File: src/rtl/clkdiv_pkg.sv
package clkdiv_pkg;
  localparam int CLK_N   = 3;
  localparam int RATIO_W = 5;
  localparam int DATA_W  = 16;
  localparam int ADDR_W  = 3;
  localparam int EN_BIT  = 15;

  localparam logic [ADDR_W-1:0] ADDR_ALIGN = ADDR_W'(CLK_N);
  localparam logic [ADDR_W-1:0] ADDR_CMD   = ADDR_W'(CLK_N + 1);
  localparam logic [ADDR_W-1:0] ADDR_BUSY  = ADDR_W'(CLK_N + 2);
  localparam logic [ADDR_W-1:0] ADDR_RUN   = ADDR_W'(CLK_N + 3);

  typedef enum logic [1:0] {
    GO_IDLE = 2'd0,
    GO_ARM  = 2'd1,
    GO_HOLD = 2'd2
  } goState_t;

  typedef struct packed {
    logic [CLK_N-1:0] parkStb;
    logic [CLK_N-1:0] relStb;
  } dpStrobe_t;
endpackage

File: src/rtl/clkdiv_ctrl.sv
module clkdiv_ctrl
  import clkdiv_pkg::*;
(
  input  logic                              clk,
  input  logic                              rstN,
  input  logic                              regWe,
  input  logic [ADDR_W-1:0]                 regAddr,
  input  logic [DATA_W-1:0]                 regWdata,
  output logic [DATA_W-1:0]                 regRdata,
  input  logic [CLK_N-1:0]                  atEnd,
  input  logic [CLK_N-1:0]                  parked,
  output logic [CLK_N-1:0][RATIO_W-1:0]     ratioStg,
  output logic [CLK_N-1:0]                  clkEn,
  output logic [CLK_N-1:0]                  selMask,
  output logic                              busy,
  output dpStrobe_t                         strb
);
  logic [CLK_N-1:0] alnMask;
  goState_t         state;
  logic             goAccept;
  logic             allParked;

  // configuration registers
  always_ff @(posedge clk) begin
    if (!rstN) begin
      for (int k = 0; k < CLK_N; k++) begin
        ratioStg[k] <= RATIO_W'(k);
      end
      clkEn   <= '1;
      alnMask <= '0;
    end else if (regWe) begin
      for (int k = 0; k < CLK_N; k++) begin
        if (regAddr == ADDR_W'(k)) begin
          ratioStg[k] <= regWdata[RATIO_W-1:0];
          clkEn[k]    <= regWdata[EN_BIT];
        end
      end
      if (regAddr == ADDR_ALIGN) begin
        alnMask <= regWdata[CLK_N-1:0];
      end
    end
  end

  assign goAccept  = regWe && (regAddr == ADDR_CMD) && regWdata[0] && (state == GO_IDLE);
  assign allParked = ((parked & selMask) == selMask);
  assign busy      = (state != GO_IDLE);

  // GO sequencer
  always_ff @(posedge clk) begin
    if (!rstN) begin
      state   <= GO_IDLE;
      selMask <= '0;
    end else begin
      unique case (state)
        GO_IDLE: if (goAccept) begin
          selMask <= alnMask;
          state   <= GO_ARM;
        end
        GO_ARM:  if (allParked) state <= GO_HOLD;
        GO_HOLD: state <= GO_IDLE;
        default: state <= GO_IDLE;
      endcase
    end
  end

  always_comb begin
    strb.parkStb = '0;
    strb.relStb  = '0;
    if (state == GO_ARM)  strb.parkStb = selMask & atEnd & ~parked;
    if (state == GO_HOLD) strb.relStb  = selMask;
  end

  // read mux
  always_comb begin
    regRdata = '0;
    for (int k = 0; k < CLK_N; k++) begin
      if (regAddr == ADDR_W'(k)) begin
        regRdata[EN_BIT]        = clkEn[k];
        regRdata[RATIO_W-1:0]   = ratioStg[k];
      end
    end
    if (regAddr == ADDR_ALIGN) regRdata[CLK_N-1:0] = alnMask;
    if (regAddr == ADDR_BUSY)  regRdata[0]         = busy;
    if (regAddr == ADDR_RUN)   regRdata[CLK_N-1:0] = clkEn;
  end
endmodule

File: src/rtl/clkdiv_datapath.sv
module clkdiv_datapath
  import clkdiv_pkg::*;
(
  input  logic                          clk,
  input  logic                          rstN,
  input  logic [CLK_N-1:0][RATIO_W-1:0] ratioStg,
  input  logic [CLK_N-1:0]              clkEn,
  input  dpStrobe_t                     strb,
  output logic [CLK_N-1:0]              atEnd,
  output logic [CLK_N-1:0]              parked,
  output logic [CLK_N-1:0]              sysClk
);
  localparam int HI_W = RATIO_W + 1;

  for (genvar g = 0; g < CLK_N; g++) begin : gChan
    logic [RATIO_W-1:0] cnt;
    logic [RATIO_W-1:0] actRatio;
    logic               isParked;
    logic [HI_W-1:0]    hiLen;

    assign hiLen = (actRatio == '0) ? HI_W'(1)
                 : (({1'b0, actRatio} + HI_W'(1)) >> 1);

    assign atEnd[g]  = (cnt == actRatio);
    assign parked[g] = isParked;
    assign sysClk[g] = clkEn[g] && !isParked && ({1'b0, cnt} < hiLen);

    always_ff @(posedge clk) begin
      if (!rstN) begin
        cnt      <= '0;
        actRatio <= RATIO_W'(g);
        isParked <= 1'b0;
      end else if (strb.relStb[g]) begin
        actRatio <= ratioStg[g];
        cnt      <= '0;
        isParked <= 1'b0;
      end else if (strb.parkStb[g]) begin
        cnt      <= '0;
        isParked <= 1'b1;
      end else if (!isParked) begin
        cnt <= (cnt == actRatio) ? '0 : cnt + RATIO_W'(1);
      end
    end
  end
endmodule

File: src/rtl/clkdiv_bank.sv
module clkdiv_bank
  import clkdiv_pkg::*;
(
  input  logic              clk,
  input  logic              rstN,
  input  logic              regWe,
  input  logic [ADDR_W-1:0] regAddr,
  input  logic [DATA_W-1:0] regWdata,
  output logic [DATA_W-1:0] regRdata,
  output logic [CLK_N-1:0]  sysClk
);
  logic [CLK_N-1:0][RATIO_W-1:0] ratioStg;
  logic [CLK_N-1:0]              clkEn;
  logic [CLK_N-1:0]              selMask;
  logic [CLK_N-1:0]              atEnd;
  logic [CLK_N-1:0]              parked;
  logic                          busy;
  dpStrobe_t                     strb;

  clkdiv_ctrl u_ctrl (
    .clk      (clk),
    .rstN     (rstN),
    .regWe    (regWe),
    .regAddr  (regAddr),
    .regWdata (regWdata),
    .regRdata (regRdata),
    .atEnd    (atEnd),
    .parked   (parked),
    .ratioStg (ratioStg),
    .clkEn    (clkEn),
    .selMask  (selMask),
    .busy     (busy),
    .strb     (strb)
  );

  clkdiv_datapath u_dp (
    .clk      (clk),
    .rstN     (rstN),
    .ratioStg (ratioStg),
    .clkEn    (clkEn),
    .strb     (strb),
    .atEnd    (atEnd),
    .parked   (parked),
    .sysClk   (sysClk)
  );
endmodule

File: config.mk
export PLATFORM = sky130hd
export DESIGN_NAME = clkdiv_bank
export DESIGN_NICKNAME = d
export VERILOG_FILES = /design/src/rtl/clkdiv_pkg.sv /design/src/rtl/clkdiv_ctrl.sv /design/src/rtl/clkdiv_datapath.sv /design/src/rtl/clkdiv_bank.sv
export SDC_FILE = /design/constraint.sdc
export NUM_CORES = 1
export LEC_CHECK = 0
export ABC_AREA = 1
export BUFFER_PORTS_ARGS = -buffer_cell sky130_fd_sc_hd__buf_2
export CAP_MARGIN = 20
export CORE_ASPECT_RATIO = 0.7
export CORE_MARGIN = 2
export CORE_UTILIZATION = 50
export CTS_BUF_LIST = sky130_fd_sc_hd__clkbuf_4 sky130_fd_sc_hd__clkbuf_8 sky130_fd_sc_hd__clkbuf_16
export DETAILED_ROUTE_END_ITERATION = 8
export GPL_ROUTABILITY_DRIVEN = 1
export PLACE_DENSITY = 0.7
export RECOVER_POWER = 25
export SLEW_MARGIN = 20
export SYNTH_ARGS = -nofsm -noshare
export SYNTH_HDL_FRONTEND = slang
export SYNTH_SLANG_ARGS = --single-unit
File: constraint.sdc
create_clock -name clk -period 2.3 [get_ports clk]
set_clock_uncertainty 0.15 [all_clocks]
set_input_delay 0.46 -clock clk [delete_from_list [all_inputs] [get_ports clk]]
set_output_delay 0.46 -clock clk [all_outputs]
set_load 0.005 [all_outputs]
==> results.md <==
- Outcome: complete, but fails checks
- Failing checks: setup timing
- CTS Buf Count: 9
- Flop2flop setup slack: 740 ps
- Synth async-reset ratio: 0
- Worst hold path depth: 3
- I/O pins: 41
- Sequential share of the synthesized area: 0.335
- CTS Sinks: 59
- Fin util: 0.603
- Clock Latency Late Sink: 330 ps
- CP Buf/Inv Count: 1
- FF-to-FF Start: u_ctrl.state[1]
- Crit path cell chain: ha_4 -> nand2_4 -> nor2_4 -> xor2_1 -> ha_1 -> a21o_1 -> a21oi_2 -> nand2_1 -> nor2_1 -> buf_2
- Post-Layout Inst Area: 0.00409 mm^2
- CTS tree: yes
- CP Class: register to primary output
- H-tree Lvls: 3
- Clock Tree Buf Depth: 2
- Minimum clock period: 2600 ps
- Share of cells above drive strength 1: 0.194
- Slew Viols, Final: 0
- Worst slew margin: 0.297
- Vias post-DR: 3258
- Hold Crit Start: regWdata[3]
- DR WL/cell: 12.7 um
- First-pass GRT wire length: 13600 um
- DR iter-0 viols: 174
- Post-DP HPWL: 6050 um
- PwrDens: 534 mW/mm^2
- Crit. End Element: primary output
- Site Rows: 25
- Post-synth EDFFs: 0
- Worst-path clk slew: 60 ps
- Cts hold-fix bufs: 0
- Worst Slack Setup Final: -304 ps
- Crit path launch type: register
- Avg Vias per Cell: 5.05
- Die H: 74.3 um
- Hold EP: u_ctrl.ratioStg[13]
- Antenna violations before repair: 0
- Fin nets: 590
- Synth warnings: 0
- Max frequency: 384 MHz
- #FFs+latches synth: 59
- Min-delay worst type: primary input to register
- Post-route ant nets: 0
- Area Overhead vs Synth: 16.0%
- Number of global-route vias before repair: 2941
- GP Congestion: 0.940
- RSZ-0062 raised after global routing: yes
- Yosys cell types: 35
- Leak: 1.84 nW
- Slowest-stage cell, CP: dfxtp_4
- R2R Path End: u_dp.gChan[0].cnt[2]
- Hold Violations, Final: 0
- All-layer global routing usage: 0.222
- Max rail drop VDD: 313 uV
- Worst R2R Path Depth: 5
- Max Cap Viol: 0
- Syn Area/Cell: 6.89 um^2
- Die area: 0.00776 mm^2
- Die W: 104 um
- First-pass detailed-route iteration total: 5
- Post-route DRC: 0
- Starting Density: 0.520
- Synthesized area: 0.00353 mm^2
- Largest net degree at the start of global routing: 29
- Area after DPL: 0.00371 mm^2
- Final WL: 8190 um
- Root buffer cell: clkbuf_8
- Antenna diode count: 0
- Fin crit share: 1.13
- Core area: 0.00679 mm^2
- Slew at the pin closest to its max-slew limit: 1050 ps
- Cell family with most CP delay: adder cells
- WP data required: 1690 ps
- Main synth FF type: dfxtp_1
- Global route total overflow: 0
- Crit Path Max Fanout: 2
- Fillers: 629
- Number of setup violations in the final report: 3
- Post-Syn Instances: 512
- Crit path DAT: 1990 ps
- Slowest cell delay on critical path: 360 ps
- Port Buffers: 20
-- worst max path at each step --
stage	from	to	slack [ps]	depth (start not counted)
after floorplan	u_dp.gChan[1].actRatio[0]	sysClk[1]	160	9
after global placement	u_dp.gChan[2].actRatio[0]	sysClk[2]	9	10
after detailed placement	u_dp.gChan[2].actRatio[0]	sysClk[2]	-2	10
after CTS	u_dp.gChan[1].actRatio[0]	sysClk[1]	-290	10
after global routing	u_dp.gChan[1].actRatio[0]	sysClk[1]	-420	10
final	u_dp.gChan[1].actRatio[0]	sysClk[1]	-300	10
-- cells in the mapped netlist (5+ instances only) --
cell,count,share of area
a21oi_1,43,0.061
buf_4,10,0.021
dfxtp_1,59,0.33
ha_1,21,0.074
inv_1,55,0.058
inv_2,9,0.0096
nand2_1,128,0.14
nand3_1,42,0.060
nand3_2,5,0.014
nand4_1,9,0.016
nor2_1,49,0.052
o21ai_0,22,0.031
o21ai_1,6,0.0085
xor2_1,15,0.037
-- state kept, by name, indices dropped and copies added, names as in the netlist --
register,count
u_ctrl.ratioStg,15
u_dp.gChan.actRatio,15
u_dp.gChan.cnt,15
u_ctrl.alnMask,3
u_ctrl.clkEn,3
u_ctrl.selMask,3
u_dp.gChan.isParked,3
u_ctrl.state,2
-- repair_timing --
item	4_1_cts	5_1_grt
setup endpoints to repair	3	3
cloned	0	0
pin swaps	20	30
setup buffers	5	1
resized for setup	22	31
-- kinds of logic after synthesis --
| logic type | count (synthesis) | synth area share |
|---|---|---|
| AND/OR/NAND/NOR | 248 | 0.314 |
| AO/OA/AOI/OAI | 81 | 0.123 |
| other | 1 | 0.00106 |
| XOR/XNOR | 18 | 0.0447 |
| buffers and inverters | 84 | 0.108 |
| flip-flops | 59 | 0.335 |
| adder cells (fa/ha/maj) | 21 | 0.0744 |
-- metal layers --
layer	vias up	wire, um	part of all wire	global-route usage
met5	-	0	0	0
met2	87	3350	0.41	0.338
li1	1714	-	-	-
met3	11	475	0.058	0.0500
met1	1446	4210	0.51	0.305
met4	0	150	0.018	0.0961
-- layout make-up --
cell class                 count  area, um^2  area share
clock buffer                  12         153      0.0373
inverter                      67         270      0.0660
sequential                    59        1190       0.292
tap                           94         118      0.0287
multi-input combinational    378        2140       0.522
timing repair buffer          32         208      0.0507
clock inverter                 3        15.0     0.00367
-- placed cells by master, fill, tap and decap left out, types with 6 or more instances in the layout --
cell,instances
nand3_2,7
ha_4,6
conb_1,10
dfxtp_1,52
nor2_1,46
clkbuf_8,10
nand4_1,9
buf_2,19
inv_1,48
nand2_1,124
o21ai_0,22
o21ai_1,6
a21oi_1,40
inv_2,12
xor2_1,15
ha_1,15
nand3_1,40
buf_6,6
-- where the power goes --
| group | switching [mW] | leakage, nW | internal, mW |
|---|---|---|---|
| sequential | 0.0403 | 0.480 | 1.05 |
| clock | 0.384 | 0.0928 | 0.433 |
| combinational | 0.171 | 1.27 | 0.107 |
| total | 0.596 | 1.84 | 1.59 |
-- per-stage QoR --
| step | setup TNS [ps] | cells | setup slack (ps) | total power [mW] | hold WS, ps |
|---|---|---|---|---|---|
| finish | -804 | 645 | -304 | 2.19 | 252 |
| global route | -1250 | 645 | -424 | 2.30 | 244 |
| CTS | -847 | 644 | -294 | 2.20 | 237 |
| detailed placement | -3.08 | 624 | -2.27 | 1.38 | 319 |
| global placement | 0 | 624 | 9.37 | 1.38 | 311 |
| floorplan | 0 | 521 | 165 | 1.31 | 286 |
-- worst reg2reg max path, cell delays in order, from the launching register on --
cell and delay [ps]:
dfxtp_1 480, nand3_1 330, nand2_1 200, inv_1 60, nand2_1 160, a21oi_1 70
No activity file was read; power rests on OpenSTA's default activity.
